==> src/rtl/irq_entry_pkg.sv <==
package irq_entry_pkg;
  typedef enum logic {MODE_USER = 1'b0, MODE_SUP = 1'b1} mode_e;
  localparam int unsigned DEF_N_SRC   = 8;
  localparam int unsigned DEF_DEPTH   = 4;
  localparam int unsigned DEF_PC_W    = 32;
  localparam logic [31:0] DEF_VEC_BASE = 32'h0000_0100;
endpackage

==> src/rtl/irq_prio_pick.sv <==
module irq_prio_pick #(
  parameter int unsigned N_SRC = 8,
  parameter int unsigned SRC_W = $clog2(N_SRC),
  parameter int unsigned LVL_W = $clog2(N_SRC + 1)
) (
  input  logic [N_SRC-1:0] req_i,
  input  logic [LVL_W-1:0] level_i,
  output logic             valid_o,
  output logic [SRC_W-1:0] idx_o
);
  logic [N_SRC-1:0] elig;

  for (genvar s = 0; s < N_SRC; s++) begin : g_elig
    assign elig[s] = req_i[s] && (LVL_W'(s) >= level_i);
  end

  always_comb begin
    valid_o = 1'b0;
    idx_o   = '0;
    for (int s = 0; s < N_SRC; s++) begin
      if (elig[s]) begin
        valid_o = 1'b1;
        idx_o   = SRC_W'(s);
      end
    end
  end
endmodule

==> src/rtl/irq_nest_stack.sv <==
module irq_nest_stack #(
  parameter int unsigned W     = 37,
  parameter int unsigned DEPTH = 4,
  parameter int unsigned DEP_W = $clog2(DEPTH + 1)
) (
  input  logic             clk_i,
  input  logic             rst_ni,
  input  logic             push_i,
  input  logic             pop_i,
  input  logic [W-1:0]     din_i,
  output logic [W-1:0]     dout_o,
  output logic [DEP_W-1:0] depth_o,
  output logic             full_o,
  output logic             empty_o
);
  localparam int unsigned IDX_W = (DEPTH > 1) ? $clog2(DEPTH) : 1;

  logic [W-1:0]     mem_q [DEPTH];
  logic [DEP_W-1:0] depth_q;
  logic [DEP_W-1:0] top_ptr;

  assign full_o  = (depth_q == DEP_W'(DEPTH));
  assign empty_o = (depth_q == '0);
  assign top_ptr = depth_q - DEP_W'(1);
  assign dout_o  = empty_o ? '0 : mem_q[top_ptr[IDX_W-1:0]];
  assign depth_o = depth_q;

  always_ff @(posedge clk_i or negedge rst_ni) begin
    if (!rst_ni) begin
      depth_q <= '0;
      for (int i = 0; i < DEPTH; i++) mem_q[i] <= '0;
    end else if (push_i && !full_o) begin
      mem_q[depth_q[IDX_W-1:0]] <= din_i;
      depth_q <= depth_q + DEP_W'(1);
    end else if (pop_i && !empty_o) begin
      depth_q <= depth_q - DEP_W'(1);
    end
  end

  AST_STACK_BOUND: assert property (@(posedge clk_i) disable iff (!rst_ni)
    depth_q <= DEP_W'(DEPTH)) else $error("stack depth out of range");
  AST_PUSH_POP_EXCL: assert property (@(posedge clk_i) disable iff (!rst_ni)
    !(push_i && pop_i)) else $error("push and pop together");
endmodule

==> src/rtl/irq_entry_ctrl.sv <==
module irq_entry_ctrl
  import irq_entry_pkg::*;
#(
  parameter int unsigned N_SRC    = DEF_N_SRC,
  parameter int unsigned DEPTH    = DEF_DEPTH,
  parameter int unsigned PC_W     = DEF_PC_W,
  parameter logic [31:0] VEC_BASE = DEF_VEC_BASE,
  parameter int unsigned SRC_W    = $clog2(N_SRC),
  parameter int unsigned LVL_W    = $clog2(N_SRC + 1),
  parameter int unsigned DEP_W    = $clog2(DEPTH + 1)
) (
  input  logic             clk_i,
  input  logic             rst_ni,
  input  logic [N_SRC-1:0] irq_i,
  input  logic             boundary_i,
  input  logic [PC_W-1:0]  pc_i,
  input  logic             rte_i,
  input  logic             set_level_i,
  input  logic [LVL_W-1:0] level_wr_i,
  input  logic             set_ie_i,
  input  logic             ie_wr_i,
  output logic             take_o,
  output logic [SRC_W-1:0] src_o,
  output logic [PC_W-1:0]  vec_o,
  output logic [PC_W-1:0]  epc_o,
  output logic [LVL_W-1:0] level_o,
  output logic             ie_o,
  output logic             sup_o,
  output logic [DEP_W-1:0] depth_o,
  output logic             ovf_o
);
  localparam int unsigned ENT_W = PC_W + LVL_W + 1;

  mode_e            mode_q;
  logic             ie_q, ovf_q;
  logic [LVL_W-1:0] lvl_q;
  logic             pick_vld;
  logic [SRC_W-1:0] pick_idx;
  logic             want, take, do_ret, full, empty;
  logic [ENT_W-1:0] push_ent, top_ent;
  logic [PC_W-1:0]  top_pc;
  logic [LVL_W-1:0] top_lvl;
  mode_e            top_mode;

  irq_prio_pick #(.N_SRC(N_SRC), .SRC_W(SRC_W), .LVL_W(LVL_W)) u_pick (
    .req_i  (irq_i),
    .level_i(lvl_q),
    .valid_o(pick_vld),
    .idx_o  (pick_idx)
  );

  // return wins over a same-cycle entry
  assign want   = boundary_i && ie_q && pick_vld && !rte_i;
  assign take   = want && !full;
  assign do_ret = rte_i && !empty;

  assign push_ent = {pc_i, lvl_q, mode_q};

  irq_nest_stack #(.W(ENT_W), .DEPTH(DEPTH), .DEP_W(DEP_W)) u_stack (
    .clk_i  (clk_i),
    .rst_ni (rst_ni),
    .push_i (take),
    .pop_i  (do_ret),
    .din_i  (push_ent),
    .dout_o (top_ent),
    .depth_o(depth_o),
    .full_o (full),
    .empty_o(empty)
  );

  assign top_pc   = top_ent[ENT_W-1 -: PC_W];
  assign top_lvl  = top_ent[LVL_W:1];
  assign top_mode = mode_e'(top_ent[0]);

  always_ff @(posedge clk_i or negedge rst_ni) begin
    if (!rst_ni) begin
      mode_q <= MODE_USER;
      ie_q   <= 1'b1;
      lvl_q  <= '0;
      ovf_q  <= 1'b0;
    end else begin
      if (take) begin
        mode_q <= MODE_SUP;
        ie_q   <= 1'b0;
      end else if (do_ret) begin
        mode_q <= top_mode;
        lvl_q  <= top_lvl;
        ie_q   <= 1'b1;
      end else if (mode_q == MODE_SUP) begin
        if (set_level_i) lvl_q <= level_wr_i;
        if (set_ie_i)    ie_q  <= ie_wr_i;
      end
      if (want && full) ovf_q <= 1'b1;
    end
  end

  assign take_o  = take;
  assign src_o   = pick_idx;
  assign vec_o   = PC_W'(VEC_BASE) + (PC_W'(pick_idx) << 2);
  assign epc_o   = top_pc;
  assign level_o = lvl_q;
  assign ie_o    = ie_q;
  assign sup_o   = (mode_q == MODE_SUP);
  assign ovf_o   = ovf_q;

  AST_ENTRY_SUP: assert property (@(posedge clk_i) disable iff (!rst_ni)
    take |=> (mode_q == MODE_SUP) && !ie_q) else $error("entry state");
  AST_PICK_ELIG: assert property (@(posedge clk_i) disable iff (!rst_ni)
    take |-> irq_i[pick_idx] && (LVL_W'(pick_idx) >= lvl_q)) else $error("ineligible pick");
  AST_PICK_TOP: assert property (@(posedge clk_i) disable iff (!rst_ni)
    take |-> ((irq_i >> pick_idx) >> 1) == '0) else $error("not highest");
  AST_RET_IE: assert property (@(posedge clk_i) disable iff (!rst_ni)
    do_ret |=> ie_q) else $error("return enable");
  AST_OVF_STICKY: assert property (@(posedge clk_i) disable iff (!rst_ni)
    ovf_q |=> ovf_q) else $error("overflow dropped");
  AST_USER_NO_WRITE: assert property (@(posedge clk_i) disable iff (!rst_ni)
    (mode_q == MODE_USER) && !take && !do_ret |=> $stable(lvl_q) && $stable(ie_q))
    else $error("user write honored");
endmodule

==> config.mk <==
export PLATFORM = sky130hd
export DESIGN_NAME = irq_entry_ctrl
export DESIGN_NICKNAME = d
export VERILOG_FILES = /design/src/rtl/irq_entry_pkg.sv /design/src/rtl/irq_prio_pick.sv /design/src/rtl/irq_nest_stack.sv /design/src/rtl/irq_entry_ctrl.sv
export SDC_FILE = /design/constraint.sdc
export NUM_CORES = 1
export LEC_CHECK = 0
export ABC_CLOCK_PERIOD_IN_PS = 9000
export CORE_ASPECT_RATIO = 1.4
export CORE_MARGIN = 3
export CORE_UTILIZATION = 55
export DETAILED_ROUTE_END_ITERATION = 8
export PLACE_DENSITY = 0.82
export SYNTH_ARGS = -nofsm -noshare
export SYNTH_HDL_FRONTEND = slang
export SYNTH_SLANG_ARGS = --single-unit
==> constraint.sdc <==
create_clock -name clk_i -period 9 [get_ports clk_i]
set_input_delay 2.25 -clock clk_i [delete_from_list [all_inputs] [get_ports clk_i]]
set_output_delay 2.25 -clock clk_i [all_outputs]
set_load 0.02 [all_outputs]
==> results of run 1 <==
## cells in the final DEF, fill, tap and decap left out, drive strengths merged, types with 2 or more instances in the layout
master / netlist / routed
o21a: 3 / 3
clkinv: 0 / 6
and2: 4 / 4
mux2: 148 / 148
dfrtp: 157 / 157
nor2: 8 / 8
nand2: 17 / 17
conb: 2 / 29
o22ai: 3 / 3
clkdlybuf4s50: 0 / 98
bufinv: 0 / 2
inv: 4 / 4
clkbuf: 7 / 21
mux4: 37 / 37
a21oi: 7 / 7
a21boi: 2 / 2
ha: 5 / 5
clkinvlp: 0 / 2
nand3: 3 / 3
buf: 54 / 5
nor2b: 35 / 35
## cell families (layout without fill, tap and decap cells)
family / after synthesis / count (layout) / share of synthesized area
other cells: 2 / 29 / 0.000981
mux: 186 / 186 / 0.342
simple gates: 74 / 74 / 0.0549
flops: 158 / 158 / 0.516
fa+ha+maj: 5 / 5 / 0.00817
compound gates: 23 / 23 / 0.0206
xor+xnor: 2 / 2 / 0.00229
buf+inv: 65 / 138 / 0.0547
## metrics by stage
stage               hold WS [ps]  worst slack [ps]  area (um^2)
floorplan                    448              3440         7760
global placement             441              2500         8620
detailed placement           444              2470         8620
CTS                          458              2460         9180
global route                 468              2280         9180
finish                       453              2450         9180
## power groups by stage
stage          clock (mW)  combinational (mW)  sequential (mW)
3_3_place_gp            0                1.90             1.20
3_5_place_dp            0                1.94             1.24
2_1_floorplan           0                1.31             1.19
6_report            0.688                1.92             1.23
5_1_grt             0.732                2.06             1.28
4_1_cts             0.704                1.95             1.23
## layer usage
layer	GRT usage	up-vias	routed length [um]
li1	-	1979	-
met1	0.268	2339	6320
met2	0.375	122	8240
met3	0.0502	19	670
met4	0.0642	0	266
met5	0	-	0
## worst max-delay path: stages
cell	delay, ps
clkdlybuf4s50_1	460
and4b_1	290
nor2_1	70
o41ai_1	560
nor2_1	110
clkdlybuf4s50_1	560
## state kept, by name (all words and copies together), names as in the netlist
register / flops
ie_o: 1
level_o: 4
ovf_o: 1
sup_o: 1
u_stack.depth_o: 3
u_stack.mem_q: 148
## Yosys cell counts
master    count
o21bai_1      1
mux2_2      119
mux4_2       37
nor3_1        1
o22ai_1       3
nor2_1        8
conb_1        2
mux2i_1       1
xnor2_1       1
inv_1         4
nor2b_1      35
a32o_1        1
and3_4        1
a21oi_1       7
o311ai_0      1
nand2b_1      1
dfrtp_1     157
nand3_1       1
o21a_1        3
buf_4        32
mux2_4       29
and2_1        4
nand2_1      16
ha_1          5
clkbuf_1      7
a21o_1        1
xor2_1        1
buf_2        14
o41ai_1       1
nor4b_1       1
and2b_1       1
or2_2         1
and4b_1       1
nand3_2       2
o41a_1        1
buf_1         3
nand2_2       1
dfstp_2       1
o211ai_1      1
buf_6         5
a21boi_1      1
o21ai_0       1
a21boi_0      1
## final cells by class
| cell class | count | area (um^2) |
|---|---|---|
| fillers | 955 | 4330 |
| flip-flops and latches | 158 | 3960 |
| multi-input cells | 319 | 3400 |
| repair buffers | 103 | 1020 |
| clock buffers | 21 | 450 |
| well taps | 182 | 228 |
| clock inverters | 10 | 116 |
| inverters | 4 | 15.0 |
## worst paths after layout
| kind | startpoint | endpoint | slack [ps] | cells after the start |
|---|---|---|---|---|
| max in group asynchronous | rst_ni | u_stack.depth_o[0] | 5610 | 2 |
| setup / recovery | irq_i[7] | take_o | 2450 | 6 |
| hold / removal | ovf_o | ovf_o | 450 | 1 |
| min in group asynchronous | rst_ni | u_stack.mem_q[31] | 1860 | 1 |
| setup reg to reg | u_stack.depth_o[1] | u_stack.mem_q[131] | 5790 | 5 |
| hold reg to reg | ovf_o | ovf_o | 450 | 1 |
==> flow_metrics.py, run 1 <==
metrics = {
    "global_routing": {
        "grt-ovfl-total": 0,
        "grt_max_degree": 82,
        "antenna_found_initial": 0,
        "grt_pass1_wl_mm": 26.1,
        "first_global_vias": 4982,
        "grt_usage": 0.215,
    },
    "pwr": {
        "seqPwrFrac": 0.321,
        "power_density_mw_per_mm2": 418,
        "p_leak_nw": 4.05,
        "p_switching_mw": 1.30,
        "p_comb_frac": 0.500,
        "clkPwrFrac": 0.179,
        "power.internal_mw": 2.54,
        "ir_drop_mv": 0.195,
        "power_mw": 3.84,
        "switching_share": 0.338,
    },
    "sta": {
        "layout_min_cycle_time_ps": 6550,
        "skew_ps": 7.95,
        "setup_viol": 0,
        "grt_setup_unrepaired": "false",
        "maxSlewHeadroom": 0.255,
        "finalCritPeriodShare": 0.728,
        "tightest_slew_ps": 1120,
        "final_hold_viol_count": 0,
        "drv_slew": 0,
        "max_freq_mhz": 153,
        "fin_setup_tns_ps": 0,
    },
    "clock_network": {
        "htree_levels": 4,
        "ctsHoldBuffers": 0,
        "cts_buffer_depth": 2,
        "clk_latency_ps": 410,
        "cts_resized": 0,
        "clk_pin_slew_ps": 60,
        "cts_tree": "yes",
        "clock-sinks": 158,
        "root_buffer": "clkbuf_16",
        "numCtsBuffers": 17,
        "post_cts_buffers": 0,
    },
    "cells_and_area": {
        "final_util": 0.680,
        "drive_gt1_frac": 0.369,
        "diodes": 0,
        "syn2layout_area_growth_pct": 19.9,
        "layout.nets": 659,
        "finalNonFillerCells": 797,
    },
    "detailed_routing": {
        "vias": 4459,
        "wl_per_cell_um": 19.5,
        "postRouteAntennaNets": 0,
        "wl_mm": 15.5,
        "drt_iter0_drc": 186,
        "first_pass_iters": 4,
        "avgViaCountPerCell": 5.59,
        "detail_route.drc_violations": 0,
    },
    "floorplan": {
        "core_area_mm2": 0.0135,
        "die_area_mm2": 0.0154,
        "die_w_um": 106,
        "fp-row-count": 50,
        "initial_utilization": 0.567,
        "die_h_um": 146,
        "num_io_pins": 129,
    },
    "synth": {
        "synth_area_mm2": 0.00766,
        "ys_seq_elements": 158,
        "synth_top_area_frac": 0.513,
        "synth_warnings": 0,
        "synth-seq-area-share": 0.516,
        "synth.area.top_cells": "dfrtp_1 51%, mux2_2 17%, mux4_2 11%, mux2_4 5.7%, buf_4 3.1%",
        "yosysUniqueCellTypes": 43,
        "syn_area_per_cell_um2": 14.9,
        "postSynthCellCount": 515,
        "synth_top_area_cell": "dfrtp_1",
    },
    "placed_design": {
        "port_buffers": 99,
        "gp_congestion": 0.744,
        "dp_cells": 766,
        "dp_hpwl_mm": 9.48,
    },
    "setup_path": {
        "cp_max_fo": 3,
        "worstPathArrival_ps": 4300,
        "criticalPathCategory": "in -> out",
        "worst_setup_path_start_kind": "input pin",
        "worstSetupEndpointType": "output port",
        "crit_required_ps": 6750,
    },
    "min_path": {
        "hold_class": "reg -> reg",
    },
    "flow_run": {
        "max_cap_violations": 0,
    },
    "run_status": {
        "outcome": "complete, no violations",
    },
}
Note: power is estimated with default switching activity, not from simulation.
==> run 2: changes to the inputs <==
Settings changed: ABC_CLOCK_PERIOD_IN_PS 9000 to 6300, CORE_UTILIZATION 55 to 54, PLACE_DENSITY 0.82 to 0.81.
Clock period 9 ns to 6.3 ns, I/O delays scaled along.
==> run 2 against run 1 <==
Design area up 0.25%; largest cell class unchanged; critical path depth is the same; cell count decreased by 0.25%; combinational power up 43%; clock skew rose by 2.7 ps; non-clock buffer count did not move; global-route usage shrank 0.73 points.
==> flow_metrics.py, run 2 (synthesis results as in run 1) <==
metrics = {
    "run_status": {
        "outcome": "complete, no violations",
    },
    "clock_network": {
        "clock-sinks": 158,
        "clk_pin_slew_ps": 60,
        "root_buffer": "clkbuf_16",
        "clk_latency_ps": 410,
        "ctsHoldBuffers": 0,
        "cts_buffer_depth": 2,
        "cts_resized": 0,
        "cts_tree": "yes",
        "post_cts_buffers": 0,
        "htree_levels": 4,
        "numCtsBuffers": 17,
    },
    "floorplan": {
        "die_h_um": 147,
        "core_area_mm2": 0.0136,
        "fp-row-count": 50,
        "num_io_pins": 129,
        "initial_utilization": 0.562,
        "die_area_mm2": 0.0157,
        "die_w_um": 107,
    },
    "sta": {
        "holdWs_ps": 459,
        "fin_setup_tns_ps": 0,
        "tightest_slew_ps": 1090,
        "skew_ps": 10.6,
        "finalCritPeriodShare": 0.829,
        "drv_slew": 0,
        "max_freq_mhz": 191,
        "setup_viol": 0,
        "final_hold_viol_count": 0,
        "grt_setup_unrepaired": "false",
        "layout_min_cycle_time_ps": 5220,
        "maxSlewHeadroom": 0.268,
        "fin_ws_ps": 1080,
    },
    "placed_design": {
        "dp_cells": 766,
        "placed_cell_area_mm2": 0.00862,
        "port_buffers": 99,
        "gp_congestion": 0.768,
        "dp_hpwl_mm": 9.63,
        "pre_cts_slack_ps": 1100,
    },
    "setup_path": {
        "crit_required_ps": 4720,
        "worstPathArrival_ps": 3650,
        "criticalPathCategory": "in -> out",
        "r2r-start": "u_stack.depth_o[1]",
        "cp_max_fo": 3,
        "worst_setup_path_start_kind": "input pin",
        "cp-startpoint": "irq_i[7]",
        "worstSetupEndpointType": "output port",
    },
    "cells_and_area": {
        "largest_register_ffs": 148,
        "diodes": 0,
        "layout.nets": 659,
        "syn2layout_area_growth_pct": 20.2,
        "fill_cells": 970,
        "layout_common_cells": "156 x dfrtp_1, 119 x mux2_2, 98 x clkdlybuf4s50_1, 37 x mux4_2, 34 x nor2b_1",
        "drive_gt1_frac": 0.367,
        "multi_input_area_mm2": 0.00340,
        "layout_commonest_cell": "dfrtp_1",
        "design_area_mm2": 0.00921,
        "largest-register": "u_stack.mem_q",
        "finalNonFillerCells": 795,
        "seq_area_mm2": 0.00396,
        "final_util": 0.675,
    },
    "global_routing": {
        "grt_busiest_layer": "met2",
        "grt_usage": 0.208,
        "grt_pass1_wl_mm": 25.6,
        "first_global_vias": 4804,
        "use_met3": 0.0479,
        "antenna_found_initial": 0,
        "grt_use_met1": 0.262,
        "grt-ovfl-total": 0,
        "grt_use_met2": 0.364,
        "grt_max_degree": 110,
    },
    "detailed_routing": {
        "avgViaCountPerCell": 5.51,
        "wl_mm": 15.7,
        "vias": 4381,
        "drt_iter0_drc": 223,
        "postRouteAntennaNets": 0,
        "wl_per_cell_um": 19.7,
        "detail_route.drc_violations": 0,
        "first_pass_iters": 4,
    },
    "flow_run": {
        "max_cap_violations": 0,
    },
    "pwr": {
        "power_mw": 5.54,
        "p_leak_nw": 4.06,
        "power_density_mw_per_mm2": 602,
        "ir_drop_mv": 0.276,
    },
    "min_path": {
        "hold_class": "reg -> reg",
        "hp-start": "ovf_o",
    },
}
-- run 2: final timing paths --
path / to / slack (ps) / cells past startpoint
max: take_o / 1080 / 6
min in group asynchronous: u_stack.mem_q[84] / 1290 / 1
max in group asynchronous: u_stack.mem_q[18] / 3790 / 2
min reg2reg: ovf_o / 460 / 1
max reg2reg: u_stack.mem_q[137] / 3100 / 5
min: ovf_o / 460 / 1
-- run 2: critical path, cell delays in order --
cell and delay (ps):
clkdlybuf4s50_1 460, and4b_1 290, nor2_1 80, o41ai_1 580, nor2_1 110, clkdlybuf4s50_1 570
-- run 2: layout make-up --
type | instances | area share
Sequential cell | 158 | 0.430
Multi-Input combinational cell | 319 | 0.369
Timing Repair Buffer | 103 | 0.111
Clock buffer | 23 | 0.0519
Tap cell | 182 | 0.0247
Clock inverter | 6 | 0.0121
Inverter | 4 | 0.00163
-- run 2: where the power goes --
part,internal (mW),total (mW),leakage [nW],switching [mW]
Combinational,1.55,2.75,1.82,1.20
Sequential,1.49,1.76,1.95,0.275
Clock,0.649,1.03,0.285,0.381
-- run 2: per-layer routing --
layer / vias to the layer above / part of all wire
met5: - / 0
met2: 113 / 0.53
met1: 2293 / 0.42
met3: 10 / 0.045
li1: 1965 / -
met4: 0 / 0.0073
